===== src/rtl/sls_pkg.sv =====
package sls_pkg;

   typedef enum logic {
      STD_60 = 1'b0,
      STD_50 = 1'b1
   } vstd_e;

   // clocks per scanline for a given system clock, frame rate and line total
   function automatic int unsigned line_clks(input longint unsigned hz,
                                             input int unsigned rate,
                                             input int unsigned lines);
      longint unsigned den;
      den = 64'(rate) * 64'(lines);
      return 32'(hz / den);
   endfunction

   // bits needed to hold values 0..v
   function automatic int unsigned bits_for(input int unsigned v);
      return (v < 2) ? 1 : $clog2(v + 1);
   endfunction

   function automatic int unsigned max2(input int unsigned a, input int unsigned b);
      return (a > b) ? a : b;
   endfunction

endpackage


===== src/rtl/sls_line_div.sv =====
module sls_line_div #(
   parameter int unsigned W = 12
) (
   input  logic         clk_i,
   input  logic         rst_ni,
   input  logic [W-1:0] period_i,
   output logic         tick_o
);

   logic [W-1:0] cnt_q;

   // tick in the last clock of the period; ">=" tolerates a shorter period
   // selected while the count is already past it
   assign tick_o = ({1'b0, cnt_q} + 1'b1) >= {1'b0, period_i};

   always_ff @(posedge clk_i) begin
      if (!rst_ni) begin
         cnt_q <= '0;
      end else if (tick_o) begin
         cnt_q <= '0;
      end else begin
         cnt_q <= cnt_q + 1'b1;
      end
   end

endmodule


===== src/rtl/sls_wrap_cnt.sv =====
module sls_wrap_cnt #(
   parameter int unsigned W = 9
) (
   input  logic         clk_i,
   input  logic         rst_ni,
   input  logic         step_i,
   input  logic [W-1:0] limit_i,
   input  logic [W-1:0] mark_i,
   output logic [W-1:0] count_o,
   output logic         wrap_o,
   output logic         mark_o
);

   logic [W:0] nxt;

   assign nxt = {1'b0, count_o} + 1'b1;

   always_ff @(posedge clk_i) begin
      if (!rst_ni) begin
         count_o <= '0;
         wrap_o  <= 1'b0;
         mark_o  <= 1'b0;
      end else begin
         wrap_o <= 1'b0;
         mark_o <= 1'b0;
         if (step_i) begin
            if (nxt >= {1'b0, limit_i}) begin
               count_o <= '0;
               wrap_o  <= 1'b1;
            end else begin
               count_o <= nxt[W-1:0];
               mark_o  <= (nxt[W-1:0] == mark_i);
            end
         end
      end
   end

endmodule


===== src/rtl/scanline_seq.sv =====
module scanline_seq
   import sls_pkg::*;
#(
   parameter longint unsigned CLK_HZ  = 64'd33868800,
   parameter int unsigned     RATE_A  = 60,
   parameter int unsigned     LINES_A = 263,
   parameter int unsigned     VBL_A   = 240,
   parameter int unsigned     AUD_A   = 23,
   parameter int unsigned     RATE_B  = 50,
   parameter int unsigned     LINES_B = 313,
   parameter int unsigned     VBL_B   = 256,
   parameter int unsigned     AUD_B   = 22,
   parameter int unsigned     LINE_W  = bits_for(max2(LINES_A, LINES_B))
) (
   input  logic              clk_i,
   input  logic              rst_ni,
   input  logic              std_sel_i,
   output logic              hsync_o,
   output logic              vblank_o,
   output logic              frame_o,
   output logic              audio_o,
   output logic [LINE_W-1:0] line_o
);

   localparam int unsigned PER_A = line_clks(CLK_HZ, RATE_A, LINES_A);
   localparam int unsigned PER_B = line_clks(CLK_HZ, RATE_B, LINES_B);
   localparam int unsigned DIV_W = bits_for(max2(PER_A, PER_B));
   localparam int unsigned AUD_W = bits_for(max2(AUD_A, AUD_B));

   localparam logic [DIV_W-1:0]  PER_A_V = DIV_W'(PER_A);
   localparam logic [DIV_W-1:0]  PER_B_V = DIV_W'(PER_B);
   localparam logic [LINE_W-1:0] TOT_A_V = LINE_W'(LINES_A);
   localparam logic [LINE_W-1:0] TOT_B_V = LINE_W'(LINES_B);
   localparam logic [LINE_W-1:0] VBL_A_V = LINE_W'(VBL_A);
   localparam logic [LINE_W-1:0] VBL_B_V = LINE_W'(VBL_B);
   localparam logic [AUD_W-1:0]  AUD_A_V = AUD_W'(AUD_A);
   localparam logic [AUD_W-1:0]  AUD_B_V = AUD_W'(AUD_B);

   // elaboration-time parameter checks
   generate
      if (PER_A < 2 || PER_B < 2) begin : g_bad_period
         $error("scanline_seq: line period must be at least two clocks");
      end
      if (VBL_A == 0 || VBL_A >= LINES_A || VBL_B == 0 || VBL_B >= LINES_B) begin : g_bad_vbl
         $error("scanline_seq: blank-start line must lie inside the frame");
      end
      if (AUD_A < 1 || AUD_B < 1) begin : g_bad_aud
         $error("scanline_seq: audio cadence must be at least one line");
      end
      if (LINE_W < bits_for(max2(LINES_A, LINES_B))) begin : g_bad_width
         $error("scanline_seq: LINE_W too narrow for the frame total");
      end
   endgenerate

   vstd_e             std_q;
   logic              tick;
   logic [DIV_W-1:0]  per_sel;
   logic [LINE_W-1:0] tot_sel;
   logic [LINE_W-1:0] vbl_sel;
   logic [AUD_W-1:0]  aud_sel;
   logic [AUD_W-1:0]  unused_aud_cnt;
   logic              unused_aud_mark;

   // active standard: loaded during reset, then only at frame wrap
   always_ff @(posedge clk_i) begin
      if (!rst_ni) begin
         std_q <= vstd_e'(std_sel_i);
      end else if (frame_o) begin
         std_q <= vstd_e'(std_sel_i);
      end
   end

   always_comb begin
      if (std_q == STD_50) begin
         per_sel = PER_B_V;
         tot_sel = TOT_B_V;
         vbl_sel = VBL_B_V;
         aud_sel = AUD_B_V;
      end else begin
         per_sel = PER_A_V;
         tot_sel = TOT_A_V;
         vbl_sel = VBL_A_V;
         aud_sel = AUD_A_V;
      end
   end

   sls_line_div #(.W(DIV_W)) u_div (
      .clk_i    (clk_i),
      .rst_ni   (rst_ni),
      .period_i (per_sel),
      .tick_o   (tick)
   );

   sls_wrap_cnt #(.W(LINE_W)) u_line (
      .clk_i   (clk_i),
      .rst_ni  (rst_ni),
      .step_i  (tick),
      .limit_i (tot_sel),
      .mark_i  (vbl_sel),
      .count_o (line_o),
      .wrap_o  (frame_o),
      .mark_o  (vblank_o)
   );

   // audio cadence: wraps at its own limit, never cleared by the frame wrap
   sls_wrap_cnt #(.W(AUD_W)) u_aud (
      .clk_i   (clk_i),
      .rst_ni  (rst_ni),
      .step_i  (tick),
      .limit_i (aud_sel),
      .mark_i  (aud_sel),
      .count_o (unused_aud_cnt),
      .wrap_o  (audio_o),
      .mark_o  (unused_aud_mark)
   );

   always_ff @(posedge clk_i) begin
      if (!rst_ni) begin
         hsync_o <= 1'b0;
      end else begin
         hsync_o <= tick;
      end
   end

endmodule


===== config.mk =====
export PLATFORM = sky130hd
export DESIGN_NAME = scanline_seq
export DESIGN_NICKNAME = d
export VERILOG_FILES = /design/src/rtl/sls_pkg.sv /design/src/rtl/sls_line_div.sv /design/src/rtl/sls_wrap_cnt.sv /design/src/rtl/scanline_seq.sv
export SDC_FILE = /design/constraint.sdc
export NUM_CORES = 1
export LEC_CHECK = 0
export BUFFER_PORTS_ARGS = -buffer_cell sky130_fd_sc_hd__buf_2
export CAP_MARGIN = 30
export CELL_PAD_IN_SITES_DETAIL_PLACEMENT = 1
export CELL_PAD_IN_SITES_GLOBAL_PLACEMENT = 2
export CORE_ASPECT_RATIO = 0.8
export CORE_UTILIZATION = 36
export DETAILED_ROUTE_END_ITERATION = 16
export PLACE_DENSITY_LB_ADDON = 0.1
export SETUP_SLACK_MARGIN = 0.4
export SLEW_MARGIN = 20
export SYNTH_ARGS = -nofsm -noshare
export SYNTH_HDL_FRONTEND = slang
export SYNTH_SLANG_ARGS = --single-unit

===== constraint.sdc =====
create_clock -name clk_i -period 3.35 [get_ports clk_i]
set_input_delay 0.67 -clock clk_i [delete_from_list [all_inputs] [get_ports clk_i]]
set_output_delay 0.67 -clock clk_i [all_outputs]
set_load 0.05 [all_outputs]

==> flow_summary.yaml <==
outcome:
  status: "completed"
global_routing:
  globalRouteTotalUtil_pct: 18.64
  antenna_found_initial: 0
  gr-total-overflow: 0
  use_met1_pct: 26.25
  vias_in_the_first_global_route: 1578
  grt_busiest_layer: "met2"
  pin_count_of_the_biggest_net_entering_global_routing: 26
  grt_first_pass_wirelength_mm: 8.052
  grt_util_met3_pct: 5.623
  met2_usage_pct: 27.25
die:
  initial_utilization_pct: 37.90
  floorplan.die_area_um2: 5662
  die_y_um: 67.50
  die_width_um: 83.88
  io-pin-count: 16
  design.core.area_um2: 5094
  placement_rows: 23
sta:
  final_critical_path_time_including_i_o_delays_and_setup_ns: 2.731
  finalHoldViolations: 0
  timing.fmax_mhz: 366.1
  finalHoldWorstSlack_ns: 0.4891
  timing.final.setup_violations: 0
  setup_tns_final_ns: 0
  setup_repair_after_global_routing_missed_its_margin: "no"
  tightestPinTransition_ns: 0.5164
  drv_slew: 0
  post-route-period-util_pct: 81.53
  timing.max_slew.rel_slack_pct: 65.57
  clock-skew-final_ns: 0.008795
power_and_ir_drop:
  p_per_area_nw_per_um2: 318.8
  ir_worst_vdd_mv: 0.1587
  cellLeakagePower_nw: 0.8764
worst_setup_path:
  worstSetupPathType: "flop to flop"
  worstPathCellList: "ha_4 > nand3_2 > xnor2_1 > ha_1 > a21o_1 > a21oi_1 > o21ai_0 > a211o_1 > nand2_4 > nand3b_1 > buf_4 > a211oi_1"
  crit_path_max_incr_delay_ns: 0.42
  cp-start-kind: "flop"
  reg2reg_slack_ns: 0.62
  timing.critical_path.slowest_stage_cell: "dfxtp_2"
  cp.required_ns: 3.56
  end_kind: "flop"
  arrival_ns: 2.94
  critPathMaxFanout: 7
final_layout:
  num_antenna_cells: 0
  area_delta_synth_final_pct: 13.29
  layout-drive-gt1-share_pct: 17.20
  finalNonFillerCells: 312
  nNetsFinal: 264
worst_hold_path:
  hold_path_class: "flop to flop"
detailed_routing:
  drt_first_iter_violations: 62
  ant_nets: 0
  post_drt_wl_per_cell_um: 15.64
  postRouteWirelength_mm: 4.879
  route.detailed.vias_per_inst: 5.417
  drc: 0
  dr.pass1.iters: 4
  vias: 1690
synth:
  mapped_cells: 232
  seq_area_frac_synth_pct: 32.66
  cell_types_occupying_the_most_area_after_synthesis: "dfxtp_1 (31%), ha_1 (7.1%), xor2_1 (5.4%)"
  synth-warning-count: 0
  ys_types: 57
  synthesis.area_per_instance_um2: 8.322
  mappedNetlistArea_um2: 1931
  synth.most_common_cell: "dfxtp_1"
  yosys_most_used_dff: "dfxtp_1"
  post-synth-top-area-fraction_pct: 31.11
  postSynthNetCount: 246
  yosys.area.top_type: "dfxtp_1"
  synthArstFlopShare_pct: 0
  synth.ff_latch_count: 31
  yosys-top-cells-count: "dfxtp_1 (30), nor2_1 (24), nand3_1 (18)"
  synth-edff-count: 1
cts:
  cts_tree: "built"
  cts_made_buffers: 5
  clock_latency_ns: 0.29
  cts_sinks: 31
  clockRootBuffer: "clkbuf_8"
  htree_num_levels: 2
  path_clk_slew_ns: 0.07
  buffer_levels_on_the_longest_clock_path: 2
place:
  dpl.cell_count: 302
  detailedPlacementHpwl_mm: 3.418
  place.gp.congestion: 0.7030
  place.port_buffers: 15
run:
  max_cap_viol_count: 0
==> layout make-up <==
cell class	instances	area (um^2)
inverter	8	30.03
clock buffer	7	76.32
timing repair buffer	20	112.6
multi-input combinational	184	1257
tap	62	77.57
fill	597	2907
sequential	31	633.1
==> final timing paths <==
kind / startpoint / end / cells past startpoint
worst max-delay path: u_line.count_o[1] / u_line.mark_o / 12
worst min-delay path: u_div.cnt_q[0] / u_div.cnt_q[0] / 1
worst max register to register: u_line.count_o[1] / u_line.mark_o / 12
worst min register to register: u_div.cnt_q[0] / u_div.cnt_q[0] / 1
==> worst max-delay path: cells and delay by family, from the launching register on <==
kind            cells  cell delay, ns
compound gates      5            0.99
buf+inv             1            0.18
simple gates        3            0.39
fa+ha+maj           2            0.51
xor+xnor            1            0.17
flops               1            0.42
==> cell usage in the layout, fill, tap and decap left out, types with 2 or more instances in the layout <==
| cell type | count |
|---|---|
| dfxtp_1 | 28 |
| nor2_1 | 24 |
| nand3_1 | 17 |
| buf_2 | 15 |
| nand2_1 | 14 |
| xor2_1 | 12 |
| o21ai_0 | 12 |
| ha_1 | 10 |
| inv_1 | 8 |
| a21oi_1 | 7 |
| xnor2_1 | 6 |
| nand2b_1 | 6 |
| nor4_1 | 5 |
| o31ai_1 | 5 |
| clkbuf_8 | 5 |
| buf_4 | 5 |
| nand4_1 | 4 |
| and3_1 | 4 |
| or3_1 | 3 |
| a31oi_1 | 3 |
| a211oi_1 | 3 |
| nor2b_1 | 3 |
| and2_1 | 2 |
| nand3_2 | 2 |
| nand2_4 | 2 |
| a21boi_1 | 2 |
| a41oi_1 | 2 |
| o221a_2 | 2 |
| nand3b_1 | 2 |
| o211ai_1 | 2 |
| nor3_1 | 2 |
| nand4bb_1 | 2 |
| a21boi_0 | 2 |
| clkbuf_1 | 2 |
| dfxtp_2 | 2 |
==> per-stage QoR <==
| stage | util (%) | area [um^2] | setup slack [ns] | total power [mW] |
|---|---|---|---|---|
| 3_5_place_dp | 40.43 | 2059 | 0.2584 | 0.4217 |
| 3_3_place_gp | 40.43 | 2059 | 0.2610 | 0.4210 |
| 2_1_floorplan | - | 1931 | 0.4261 | 0.4103 |
| 6_report | 42.94 | 2187 | 0.6188 | 0.6972 |
| 5_1_grt | 42.94 | 2187 | 0.4359 | 0.7330 |
| 4_1_cts | 42.08 | 2143 | 0.4737 | 0.7089 |
==> flip-flops by register name (all words and copies together) (netlist names) <==
signal and cells:
u_line.mark_o 1, hsync_o 1, u_div.cnt_q 12, u_line.wrap_o 1, u_aud.wrap_o 1, u_aud.count_o 5, std_q 1, u_line.count_o 9
==> cell families (layout without fill, tap and decap cells) <==
kind of cell | count (synthesis) | after routing | share of synthesized area (%)
simple gates | 103 | 103 | 29.49
compound gates | 51 | 52 | 18.60
flops | 31 | 31 | 32.66
xor+xnor | 18 | 18 | 8.166
buf+inv | 18 | 35 | 3.953
fa+ha+maj | 11 | 11 | 7.129
==> metal layers <==
| metal | share of wire (%) | vias to the layer above |
|---|---|---|
| met5 | 0 | - |
| met4 | 0.92 | 0 |
| met3 | 2.8 | 5 |
| met2 | 41 | 16 |
| met1 | 55 | 788 |
| li1 | - | 881 |
==> where the power goes <==
group / total (mW) / leakage (nW) / switching (mW) / internal [mW]
Clock: 0.284 / 0.0383 / 0.141 / 0.143
Combinational: 0.0331 / 0.585 / 0.0204 / 0.0127
Sequential: 0.380 / 0.253 / 0.00573 / 0.374
Total: 0.697 / 0.876 / 0.167 / 0.530
==> what timing repair did <==
| action | CTS | global route |
|---|---|---|
| buffers inserted | 0 | 2 |
| cloned | 0 | 1 |
| hold buffers | 0 | 0 |
| setup endpoints to repair | 4 | 7 |
| gates resized for setup | 4 | 3 |
| endpoints found under the hold margin | 0 | 0 |
| pin swaps | 0 | 3 |
Note: power is estimated with default switching activity, not from simulation.
